$ cat src/rtl/pkthdr_pkg.sv
package pkthdr_pkg;
  localparam int WORD_W  = 32;
  localparam int BYTES   = WORD_W / 8;
  localparam int LANE_W  = $clog2(BYTES);
  localparam int FLAG_W  = 23;
  localparam int PROTO_B = 4;
  localparam int HS_B    = 22;
  localparam int NAKC_B  = 21;
  localparam int SBYTE_B = 20;
  localparam int READ_B  = 19;
  localparam int TEN_B   = 18;
  localparam int RSTRT_B = 16;
  localparam int CONT_B  = 15;

  typedef enum logic [1:0] {
    END_STOP    = 2'd0,
    END_RESTART = 2'd1,
    END_CONT    = 2'd2
  } endAct_t;

  typedef struct packed {
    logic capLen;
    logic capFlags;
    logic capWord;
    logic stepWr;
    logic stepRd;
  } dpCtl_t;
endpackage

$ cat src/rtl/pkthdr_ctrl.sv
module pkthdr_ctrl
  import pkthdr_pkg::*;
(
  input  logic   clk,
  input  logic   rstN,
  input  logic   txValid,
  input  logic   protoBit,
  input  logic   cmdReady,
  input  logic   wrByteReady,
  input  logic   rdByteValid,
  input  logic   rxRoom,
  input  logic   isRead,
  input  logic   lastByte,
  input  logic   laneEnd,
  output logic   txReady,
  output logic   cmdValid,
  output logic   wrByteValid,
  output logic   rdByteReady,
  output logic   protoErr,
  output dpCtl_t ctl
);
  typedef enum logic [2:0] {
    S_HDR0, S_HDR1, S_HDR2, S_CMD, S_WFETCH, S_WSEND, S_RDATA
  } state_t;

  state_t state, nxt;
  logic   txFire;

  assign txReady     = (state == S_HDR0) || (state == S_HDR1) ||
                       (state == S_HDR2) || (state == S_WFETCH);
  assign txFire      = txValid && txReady;
  assign cmdValid    = (state == S_CMD);
  assign wrByteValid = (state == S_WSEND);
  assign rdByteReady = (state == S_RDATA) && rxRoom;

  always_comb begin
    ctl          = '0;
    ctl.capLen   = (state == S_HDR1) && txFire;
    ctl.capFlags = (state == S_HDR2) && txFire;
    ctl.capWord  = (state == S_WFETCH) && txFire;
    ctl.stepWr   = (state == S_WSEND) && wrByteReady;
    ctl.stepRd   = (state == S_RDATA) && rdByteValid && rxRoom;
  end

  always_comb begin
    nxt = state;
    unique case (state)
      S_HDR0:   if (txFire && protoBit) nxt = S_HDR1;
      S_HDR1:   if (txFire) nxt = S_HDR2;
      S_HDR2:   if (txFire) nxt = S_CMD;
      S_CMD:    if (cmdReady) nxt = isRead ? S_RDATA : S_WFETCH;
      S_WFETCH: if (txFire) nxt = S_WSEND;
      S_WSEND:  if (wrByteReady) nxt = lastByte ? S_HDR0 : (laneEnd ? S_WFETCH : S_WSEND);
      S_RDATA:  if (ctl.stepRd && lastByte) nxt = S_HDR0;
      default:  nxt = S_HDR0;
    endcase
  end

  always_ff @(posedge clk or negedge rstN) begin
    if (!rstN) begin
      state    <= S_HDR0;
      protoErr <= 1'b0;
    end else begin
      state    <= nxt;
      protoErr <= (state == S_HDR0) && txFire && !protoBit;
    end
  end

  // only one edge of the block is active in any cycle
  p_one_role_r7: assert property (@(posedge clk) disable iff (!rstN)
    $onehot0({txReady, cmdValid, wrByteValid, rdByteReady}));

  // after a dropped word the decoder is again waiting for header word 0
  p_proto_drop_r2: assert property (@(posedge clk) disable iff (!rstN)
    protoErr |-> (state == S_HDR0));

  // an offered command is not withdrawn
  p_cmd_wait_r7: assert property (@(posedge clk) disable iff (!rstN)
    cmdValid && !cmdReady |=> cmdValid);
endmodule

$ cat src/rtl/pkthdr_dp.sv
module pkthdr_dp
  import pkthdr_pkg::*;
#(
  parameter int LEN_W = 12
) (
  input  logic              clk,
  input  logic              rstN,
  input  dpCtl_t            ctl,
  input  logic [WORD_W-1:0] txData,
  input  logic [7:0]        rdByte,
  input  logic              rxReady,
  output logic              isRead,
  output logic              lastByte,
  output logic              laneEnd,
  output logic              rxRoom,
  output logic              cmdTenBit,
  output logic [9:0]        cmdAddr,
  output logic [LEN_W:0]    cmdLen,
  output logic [1:0]        cmdEnd,
  output logic              cmdContNak,
  output logic              cmdStartByte,
  output logic              cmdHighSpeed,
  output logic [7:0]        wrByte,
  output logic              rxValid,
  output logic [WORD_W-1:0] rxData
);
  logic [LEN_W-1:0]  lenM1;
  logic [FLAG_W-1:0] flags;
  logic [LEN_W-1:0]  byteCnt;
  logic [LANE_W-1:0] lane;
  logic [WORD_W-1:0] wordBuf;
  logic [WORD_W-1:0] packBuf;
  logic [WORD_W-1:0] merged;
  logic              pushRx;
  logic              unusedBits;

  assign unusedBits = ^{txData[WORD_W-1:FLAG_W], flags[17], flags[14:10]};

  assign isRead   = flags[READ_B];
  assign lastByte = (byteCnt == lenM1);
  assign laneEnd  = (lane == LANE_W'(BYTES - 1));
  assign rxRoom   = !rxValid || rxReady;

  assign cmdTenBit    = flags[TEN_B];
  assign cmdAddr      = flags[TEN_B] ? flags[9:0] : {3'b000, flags[7:1]};
  assign cmdLen       = {1'b0, lenM1} + (LEN_W + 1)'(1);
  assign cmdContNak   = flags[NAKC_B];
  assign cmdStartByte = flags[SBYTE_B];
  assign cmdHighSpeed = flags[HS_B];

  always_comb begin
    if (flags[RSTRT_B])     cmdEnd = END_RESTART;
    else if (flags[CONT_B]) cmdEnd = END_CONT;
    else                    cmdEnd = END_STOP;
  end

  assign wrByte = 8'(wordBuf >> {lane, 3'b000});
  assign merged = packBuf | (WORD_W'(rdByte) << {lane, 3'b000});
  assign pushRx = ctl.stepRd && (lastByte || laneEnd);

  always_ff @(posedge clk or negedge rstN) begin
    if (!rstN) begin
      lenM1   <= '0;
      flags   <= '0;
      byteCnt <= '0;
      lane    <= '0;
      wordBuf <= '0;
      packBuf <= '0;
      rxData  <= '0;
      rxValid <= 1'b0;
    end else begin
      if (ctl.capLen) lenM1 <= txData[LEN_W-1:0];
      if (ctl.capFlags) begin
        flags   <= txData[FLAG_W-1:0];
        byteCnt <= '0;
        lane    <= '0;
        packBuf <= '0;
      end
      if (ctl.capWord) wordBuf <= txData;
      if (ctl.stepWr || ctl.stepRd) begin
        byteCnt <= byteCnt + LEN_W'(1);
        lane    <= lane + LANE_W'(1);
      end
      if (ctl.stepRd) begin
        if (pushRx) begin
          rxData  <= merged;
          packBuf <= '0;
        end else begin
          packBuf <= merged;
        end
      end
      if (pushRx)       rxValid <= 1'b1;
      else if (rxReady) rxValid <= 1'b0;
    end
  end

  // a stalled receive word is held unchanged
  p_rx_hold_r11: assert property (@(posedge clk) disable iff (!rstN)
    rxValid && !rxReady |=> rxValid && $stable(rxData));
endmodule

$ cat src/rtl/pkthdr_decoder.sv
module pkthdr_decoder
  import pkthdr_pkg::*;
#(
  parameter int LEN_W = 12
) (
  input  logic             clk,
  input  logic             rstN,
  input  logic             txValid,
  input  logic [31:0]      txData,
  output logic             txReady,
  output logic             cmdValid,
  input  logic             cmdReady,
  output logic             cmdRead,
  output logic             cmdTenBit,
  output logic [9:0]       cmdAddr,
  output logic [LEN_W:0]   cmdLen,
  output logic [1:0]       cmdEnd,
  output logic             cmdContNak,
  output logic             cmdStartByte,
  output logic             cmdHighSpeed,
  output logic             wrByteValid,
  output logic [7:0]       wrByte,
  output logic             wrByteLast,
  input  logic             wrByteReady,
  input  logic             rdByteValid,
  input  logic [7:0]       rdByte,
  output logic             rdByteReady,
  output logic             rxValid,
  output logic [31:0]      rxData,
  input  logic             rxReady,
  output logic             protoErr
);
  dpCtl_t ctl;
  logic   isRead, lastByte, laneEnd, rxRoom;

  pkthdr_ctrl i_ctrl (
    .clk(clk), .rstN(rstN), .txValid(txValid), .protoBit(txData[PROTO_B]),
    .cmdReady(cmdReady), .wrByteReady(wrByteReady), .rdByteValid(rdByteValid),
    .rxRoom(rxRoom), .isRead(isRead), .lastByte(lastByte), .laneEnd(laneEnd),
    .txReady(txReady), .cmdValid(cmdValid), .wrByteValid(wrByteValid),
    .rdByteReady(rdByteReady), .protoErr(protoErr), .ctl(ctl)
  );

  pkthdr_dp #(.LEN_W(LEN_W)) i_dp (
    .clk(clk), .rstN(rstN), .ctl(ctl), .txData(txData), .rdByte(rdByte),
    .rxReady(rxReady), .isRead(isRead), .lastByte(lastByte), .laneEnd(laneEnd),
    .rxRoom(rxRoom), .cmdTenBit(cmdTenBit), .cmdAddr(cmdAddr), .cmdLen(cmdLen),
    .cmdEnd(cmdEnd), .cmdContNak(cmdContNak), .cmdStartByte(cmdStartByte),
    .cmdHighSpeed(cmdHighSpeed), .wrByte(wrByte), .rxValid(rxValid), .rxData(rxData)
  );

  assign cmdRead    = isRead;
  assign wrByteLast = wrByteValid && lastByte;

  // command fields frozen while offered
  p_cmd_stable_r7: assert property (@(posedge clk) disable iff (!rstN)
    cmdValid && !cmdReady |=> $stable({cmdRead, cmdTenBit, cmdAddr, cmdLen, cmdEnd}));

  // offered write byte held until taken
  p_wr_stable_r12: assert property (@(posedge clk) disable iff (!rstN)
    wrByteValid && !wrByteReady |=> wrByteValid && $stable(wrByte));

  // nothing is offered after the final write byte is taken
  p_last_r8: assert property (@(posedge clk) disable iff (!rstN)
    wrByteValid && wrByteReady && wrByteLast |=> !wrByteValid);

  // received bytes are only taken when the output word has room
  p_rd_gate_r11: assert property (@(posedge clk) disable iff (!rstN)
    rdByteReady |-> (!rxValid || rxReady));
endmodule

$ cat config.mk
export PLATFORM = sky130hd
export DESIGN_NAME = pkthdr_decoder
export DESIGN_NICKNAME = d
export VERILOG_FILES = /design/src/rtl/pkthdr_pkg.sv /design/src/rtl/pkthdr_ctrl.sv /design/src/rtl/pkthdr_dp.sv /design/src/rtl/pkthdr_decoder.sv
export SDC_FILE = /design/constraint.sdc
export NUM_CORES = 1
export LEC_CHECK = 0
export BUFFER_PORTS_ARGS = -buffer_cell sky130_fd_sc_hd__buf_2
export CAP_MARGIN = 20
export CELL_PAD_IN_SITES_DETAIL_PLACEMENT = 1
export CELL_PAD_IN_SITES_GLOBAL_PLACEMENT = 1
export CORE_MARGIN = 3
export CORE_UTILIZATION = 40
export CTS_BUF_LIST = sky130_fd_sc_hd__clkbuf_16
export DETAILED_ROUTE_END_ITERATION = 8
export GPL_ROUTABILITY_DRIVEN = 0
export HOLD_SLACK_MARGIN = 0.06
export PLACE_DENSITY_LB_ADDON = 0.15
export SETUP_SLACK_MARGIN = 0.5
export SKIP_LAST_GASP = 1
export SYNTH_ARGS = -nofsm -noshare
export SYNTH_HDL_FRONTEND = slang
export SYNTH_SLANG_ARGS = --single-unit
export TNS_END_PERCENT = 10
$ cat constraint.sdc
create_clock -name clk -period 1.6 [get_ports clk]
set_input_delay 0.24 -clock clk [delete_from_list [all_inputs] [get_ports clk]]
set_output_delay 0.24 -clock clk [all_outputs]
set_load 0.02 [all_outputs]
==> summary.txt, run 1 <==
GRT
  – Vias in the first global route: 6008
  – Gr ovfl total: 0
  – Global-route wire length before repair: 33500 µm
  – Largest net degree at the start of global routing: 48
  – Aggregate global-route resource usage: 23.9%
  – Initial antenna violation count: 0

Floorplan
  – Num rows: 46
  – I/O pin total: 124
  – Die W: 134 µm
  – Die Area: 0.0181 mm²
  – Core area: 0.0160 mm²
  – Initial core utilization: 41.2%
  – Die height: 134 µm

Clock tree
  – Clk slew on worst S/H paths: 0.06 ns
  – Clock tree root buffer cell: clkbuf_16
  – Clock Tree Buf Depth: 2
  – Total CTS buffers: 17
  – H-tree levels: 4
  – Sinks on the clock net: 144
  – TritonCTS clock tree: done
  – Clk Latency, worst-skew pair: 0.42 ns

Power and ir drop
  – Peak VDD IR: 0.863 mV
  – Pwr/cell area: 1740 mW/mm²
  – Total power: 16000 µW
  – Static leakage: 0.00439 µW

Yosys
  – Avg Synthesized Cell Area: 11.5 µm²
  – EDFF count, synth: 0
  – Mapped cell area: 0.00659 mm²
  – Top FF cell, synth: dfrtp_1
  – Yosys cell types: 44
  – Synthesized instance count: 571
  – Share of synthesized flip-flops with an asynchronous set or reset: 100%
  – Net Count, Synth: 621
  – Yosys synthesis warning count: 0
  – Share of the yosys chip area belonging to registers: 54.6%
  – FF+latch count, synth: 144

Critical path
  – CP max FO: 2
  – Critical Path RT: 1.36 ns
  – Cells along the critical path: xor2_1 > nor4_2 > buf_4 > nand3_4 > nor2_4 > buf_6
  – Critical Path Source Type: register
  – CP arrival: 1.89 ns
  – CP Class: register to output pin
  – CP endpoint kind: output pin
  – Critical Path Max Stage Delay: 0.40 ns
  – Crit-path slowest cell: dfrtp_1

Timing
  – Slew headroom: 65.1%
  – Pins Over Slew Limit: 0
  – F_max: 469 MHz
  – Worst Max-Slew Pin Slew: 0.524 ns
  – Final hold violation count: 0
  – Setup Total Neg Slack: -37.79 ns
  – Setup violators final: 175
  – Setup slack after layout: -0.533 ns
  – RSZ-0062 raised after global routing: yes
  – Post-layout min period: 2.13 ns
  – Final Cycle Share: 133%
  – Layout Skew: 0.00937 ns

Route
  – Final WL: 21300 µm
  – Vias: 5498
  – Starting DRC count in detailed routing: 349
  – TritonRoute pass-1 iters: 4
  – Via density: 5.45
  – Antenna-violating nets left: 0
  – DRC: 0
  – Routed len/inst: 21.1 µm

Layout
  – Fill cells: 1715
  – Share of layout cells above drive strength 1: 43.1%
  – Commonest non-fill, non-tap cell in the layout: dfrtp_1
  – Commonest non-fill, non-tap cells in the layout: dfrtp_1 (143), buf_2 (103), buf_4 (77)
  – Synth-to-Final Area Change: 40.2%
  – NumNets Final: 829

Placement
  – Buffers on Ports: 123
  – HPWL after DPL: 13600 µm
  – Setup WS pre-CTS: -0.315 ns

Flow run
  – Maxcap violations: 0

Outcome
  – Failing checks: negative setup slack
  – Status: complete, but fails checks

Hold path
  – Hold Path Class: input port to register
-- final timing paths --
| check | depth (start not counted) | endpoint | slack [ns] | startpoint |
|---|---|---|---|---|
| worst max-delay path | 6 | wrByteLast | -0.53 | i_dp.lenM1[10]$_DFFE_PN0P_ |
| worst min-delay path | 2 | i_ctrl.protoErr$_DFF_PN0_ | 0.08 | txData[4] |
| worst max register to register | 8 | i_ctrl.state[2]$_DFFE_PN0P_ | -0.49 | i_dp.lenM1[10]$_DFFE_PN0P_ |
| worst min register to register | 1 | i_dp.wordBuf[31]$_DFFE_PN0P_ | 0.48 | i_dp.wordBuf[31]$_DFFE_PN0P_ |
| max in group asynchronous | 3 | i_dp.byteCnt[5]$_DFFE_PN0P_ | 0.67 | rstN |
| min in group asynchronous | 2 | i_dp.lenM1[8]$_DFFE_PN0P_ | 0.34 | rstN |
-- critical path, delay by kind of cell (launching register included) --
kind | cells | cell delay [ns]
and+or+nand+nor | 3 | 0.58
DFF | 1 | 0.40
buffers and inverters | 2 | 0.32
xor gates and xnor gates | 1 | 0.18
-- state kept, by name, indices dropped and copies added (netlist names) --
name	count
i_dp.packBuf	32
i_dp.flags	17
i_dp.byteCnt	12
i_dp.rxValid	1
i_dp.lenM1	12
i_ctrl.state	3
i_dp.lane	2
i_dp.rxData	32
i_ctrl.protoErr	1
i_dp.wordBuf	32
-- cells in the mapped netlist, types with 5 or more instances --
library cell | number | area [µm²]
o21ai_1 | 36 | 180
mux2_2 | 56 | 631
nor2b_1 | 5 | 31.3
xnor2_1 | 7 | 61.3
mux2_1 | 11 | 124
nand2_1 | 26 | 97.6
o31ai_1 | 34 | 255
o21ai_0 | 39 | 195
mux4_2 | 8 | 180
xor2_1 | 16 | 140
and2_1 | 8 | 50.1
buf_4 | 5 | 37.5
nor2_1 | 13 | 48.8
a21oi_1 | 37 | 185
clkbuf_1 | 18 | 67.6
buf_2 | 12 | 60.1
nand3_1 | 43 | 215
and3_1 | 5 | 31.3
dfrtp_1 | 144 | 3600
-- metal layers --
metal | routed length (µm) | up-vias | track usage, %
li1 | - | 2508 | -
met1 | 9130 | 2822 | 31.6
met2 | 10700 | 139 | 40.0
met3 | 1170 | 29 | 5.18
met4 | 299 | 0 | 6.39
met5 | 0 | - | 0
-- final cells by class --
| cell class | count | area [µm²] | area share [%] |
|---|---|---|---|
| antenna | 1 | 2.50 | 0.0271 |
| clock buffer | 17 | 425 | 4.60 |
| clock inverter | 14 | 199 | 2.15 |
| inverter | 3 | 11.3 | 0.122 |
| multi-input combinational | 381 | 2930 | 31.7 |
| sequential | 144 | 3600 | 39.0 |
| tap | 216 | 270 | 2.92 |
| timing repair buffer | 232 | 1800 | 19.4 |
-- power breakdown --
group	internal [µW]	leakage, µW	switching [µW]	total [µW]
combinational	3260	0.00219	3350	6610
clock	2730	0.000305	1520	4250
sequential	4560	0.00190	621	5180
-- repair_timing --
| action | in CTS | in global routing |
|---|---|---|
| cloned | 3 | 1 |
| gates resized for setup | 74 | 2 |
| buffers inserted | 13 | 6 |
| endpoints found under the setup margin | 221 | 221 |
| hold buffers | 17 | 0 |
| endpoints found under the hold margin | 59 | 0 |
| pin swaps | 18 | 2 |
-- cell families (layout without fill, tap and decap cells) --
family	Yosys count	count (layout)	share of synthesized area, %
adder cells (fa/ha/maj)	3	3	0.569
other	0	1	0
buffers and inverters	46	266	3.59
AND/OR/NAND/NOR	120	120	9.64
multiplexers	79	79	14.8
AO/OA/AOI/OAI	156	156	13.7
flip-flops	144	144	54.6
XOR/XNOR	23	23	3.05
-- metrics by stage --
stage | instance area (µm²) | util (%) | instances | hold slack (ns)
final | 9240 | 57.8 | 1008 | 0.0753
after global routing | 9240 | 57.7 | 1007 | 0.0730
after CTS | 9170 | 57.3 | 1000 | 0.0668
after detailed placement | 7910 | 49.5 | 936 | 0.233
after global placement | 7910 | 49.5 | 936 | 0.227
after floorplan | 6650 | - | 571 | -0.0556
No activity file was read; power rests on OpenSTA's default activity.
==> inputs of run 2 (changes only) <==
--- a/config.mk
+++ b/config.mk
@@ -9,13 +9,13 @@
 export CAP_MARGIN = 20
 export CELL_PAD_IN_SITES_DETAIL_PLACEMENT = 1
 export CELL_PAD_IN_SITES_GLOBAL_PLACEMENT = 1
-export CORE_MARGIN = 3
+export CORE_MARGIN = 1.5
 export CORE_UTILIZATION = 40
 export CTS_BUF_LIST = sky130_fd_sc_hd__clkbuf_16
 export DETAILED_ROUTE_END_ITERATION = 8
 export GPL_ROUTABILITY_DRIVEN = 0
 export HOLD_SLACK_MARGIN = 0.06
-export PLACE_DENSITY_LB_ADDON = 0.15
+export PLACE_DENSITY = 0.78
 export SETUP_SLACK_MARGIN = 0.5
 export SKIP_LAST_GASP = 1
 export SYNTH_ARGS = -nofsm -noshare
==> summary.txt, run 2 (same netlist as run 1, synthesis figures left out) <==
Outcome
  – Status: complete, but fails checks
  – Failing checks: negative setup slack

Floorplan
  – Initial core utilization: 41.2%
  – Num rows: 46
  – Die W: 131 µm
  – Core area: 0.0160 mm²
  – Die height: 131 µm
  – I/O pin total: 124
  – Die Area: 0.0173 mm²

Layout
  – Top Registers: i_dp.packBuf x32, i_dp.rxData x32, i_dp.wordBuf x32
  – Synth-to-Final Area Change: 43.8%
  – Share of layout cells above drive strength 1: 46.7%
  – NumNets Final: 838
  – Design area: 0.00948 mm²
  – Final non-filler cell total: 1017
  – Commonest non-fill, non-tap cell in the layout: dfrtp_1
  – Antenna diodes: 0
  – Commonest non-fill, non-tap cells in the layout: dfrtp_1 (142), buf_2 (106), buf_4 (75)

Placement
  – Placed instance area: 0.00790 mm²
  – Setup WS pre-CTS: -0.270 ns
  – Buffers on Ports: 123
  – HPWL after DPL: 14100 µm
  – Dpl cells: 932

Clock tree
  – H-tree levels: 4
  – Sinks on the clock net: 144
  – Clock tree root buffer cell: clkbuf_16
  – Total CTS buffers: 17
  – Clk Latency, worst-skew pair: 0.44 ns
  – TritonCTS clock tree: done
  – Clock Tree Buf Depth: 2
  – Clk slew on worst S/H paths: 0.07 ns

Route
  – Starting DRC count in detailed routing: 534
  – Routed len/inst: 27.1 µm
  – Antenna-violating nets left: 0
  – Vias: 6142
  – DRC: 0
  – Via density: 6.04
  – Final WL: 27600 µm
  – TritonRoute pass-1 iters: 5

Critical path
  – CP arrival: 2.62 ns
  – CP endpoint kind: register
  – Critical Path RT: 1.95 ns
  – Critical Path Source Type: register
  – CP max FO: 16
  – CP Class: register to register

GRT
  – Vias in the first global route: 6467
  – Initial antenna violation count: 0
  – Largest net degree at the start of global routing: 51
  – Gr ovfl total: 0
  – Global-route wire length before repair: 37100 µm
  – Aggregate global-route resource usage: 28.1%

Timing
  – Hold WS: 0.0684 ns
  – Post-layout min period: 2.28 ns
  – Final hold violation count: 0
  – Slew headroom: 67.7%
  – Layout Skew: 0.0126 ns
  – Final Cycle Share: 142%
  – F_max: 439 MHz
  – Pins Over Slew Limit: 0
  – Setup violators final: 179
  – RSZ-0062 raised after global routing: yes
  – Worst Max-Slew Pin Slew: 0.485 ns
  – Setup slack after layout: -0.679 ns

Power and ir drop
  – Clock power frac: 23.9%
  – Pwr/cell area: 1770 mW/mm²
  – Net Sw Frac: 38.5%
  – Int Pwr: 10300 µW
  – Reg power frac: 31.5%
  – Peak VDD IR: 1.20 mV
  – Combinational Power Share: 44.6%
  – Total power: 16800 µW
  – Switching power: 6470 µW
  – Static leakage: 0.00450 µW

Hold path
  – Hold Path Class: input port to register

Flow run
  – Maxcap violations: 0
==> run 2: cell types whose count changed in the layout (fill, tap and decap cells not counted), sizes merged, moves of 2 or more <==
cell / previous run / this run
buf: 213 / 219
bufinv: 5 / 2
clkinv: 4 / 7
inv: 5 / 8
or2: 1 / 4
clkinvlp: 3 / 1
dlygate4sd3: 17 / 15
==> run 2: routing by layer <==
metal  part of all wire, %  vias to the layer above  track usage, %
met5                  0.16                        -            2.05
met4                   4.7                        2            12.5
li1                      -                     2517               -
met1                    39                     3127            33.0
met3                   7.4                      111            6.87
met2                    49                      385            48.4
==> run 2: final cells by class <==
class,count,area [µm²]
Fill cell,1673,6520
Sequential cell,144,3610
Multi-Input combinational cell,384,3100
Timing Repair Buffer,238,1920
Clock buffer,17,425
Tap cell,216,270
Clock inverter,15,145
Inverter,3,11.3
==> run 2: through the flow <==
stage               TNS (ns)  util [%]
finish                -64.26      59.3
global route          -71.35      59.3
CTS                   -37.31      56.5
detailed placement    -18.03      49.4
global placement      -10.10      49.4
floorplan              -3.85         -
==> run 2: path summary, 6_finish.rpt <==
kind,startpoint,end,slack (ns),depth (start not counted)
setup / recovery,i_dp.lenM1[4]$_DFFE_PN0P_,i_dp.rxData[28]$_DFFE_PN0P_,-0.68,7
hold / removal,txData[12],i_dp.wordBuf[12]$_DFFE_PN0P_,0.07,2
setup reg to reg,i_dp.lenM1[4]$_DFFE_PN0P_,i_dp.rxData[28]$_DFFE_PN0P_,-0.68,7
hold reg to reg,i_dp.wordBuf[16]$_DFFE_PN0P_,i_dp.wordBuf[16]$_DFFE_PN0P_,0.49,1
max in group asynchronous,rstN,i_dp.flags[22]$_DFFE_PN0P_,0.75,3
min in group asynchronous,rstN,i_dp.byteCnt[4]$_DFFE_PN0P_,0.26,2
==> run 2: timing repair <==
action                                  4_1_cts  5_1_grt
endpoints found under the setup margin      221      221
buffers inserted                             12       17
hold endpoints to repair                    160        0
pin swaps                                    14       15
cloned                                        4        5
resized for setup                            55       53
hold buffers                                 15        0
==> run 2: power by group through the flow <==
stage               sequential [µW]  clock, µW  combinational [µW]
detailed placement             5200          0                5180
global placement               5110          0                4960
floorplan                      5110          0                3250
finish                         5300       4010                7510
global route                   5380       4180                7800
CTS                            5200       3930                6260
==> run 2: worst max-delay path, stage by stage (launching register included) <==
cell,delay [ns]
dfrtp_1,0.41
xor2_1,0.19
nor4_2,0.40
buf_4,0.19
buf_4,0.11
a31oi_4,0.13
or2_2,0.52
o21ai_1,0.23
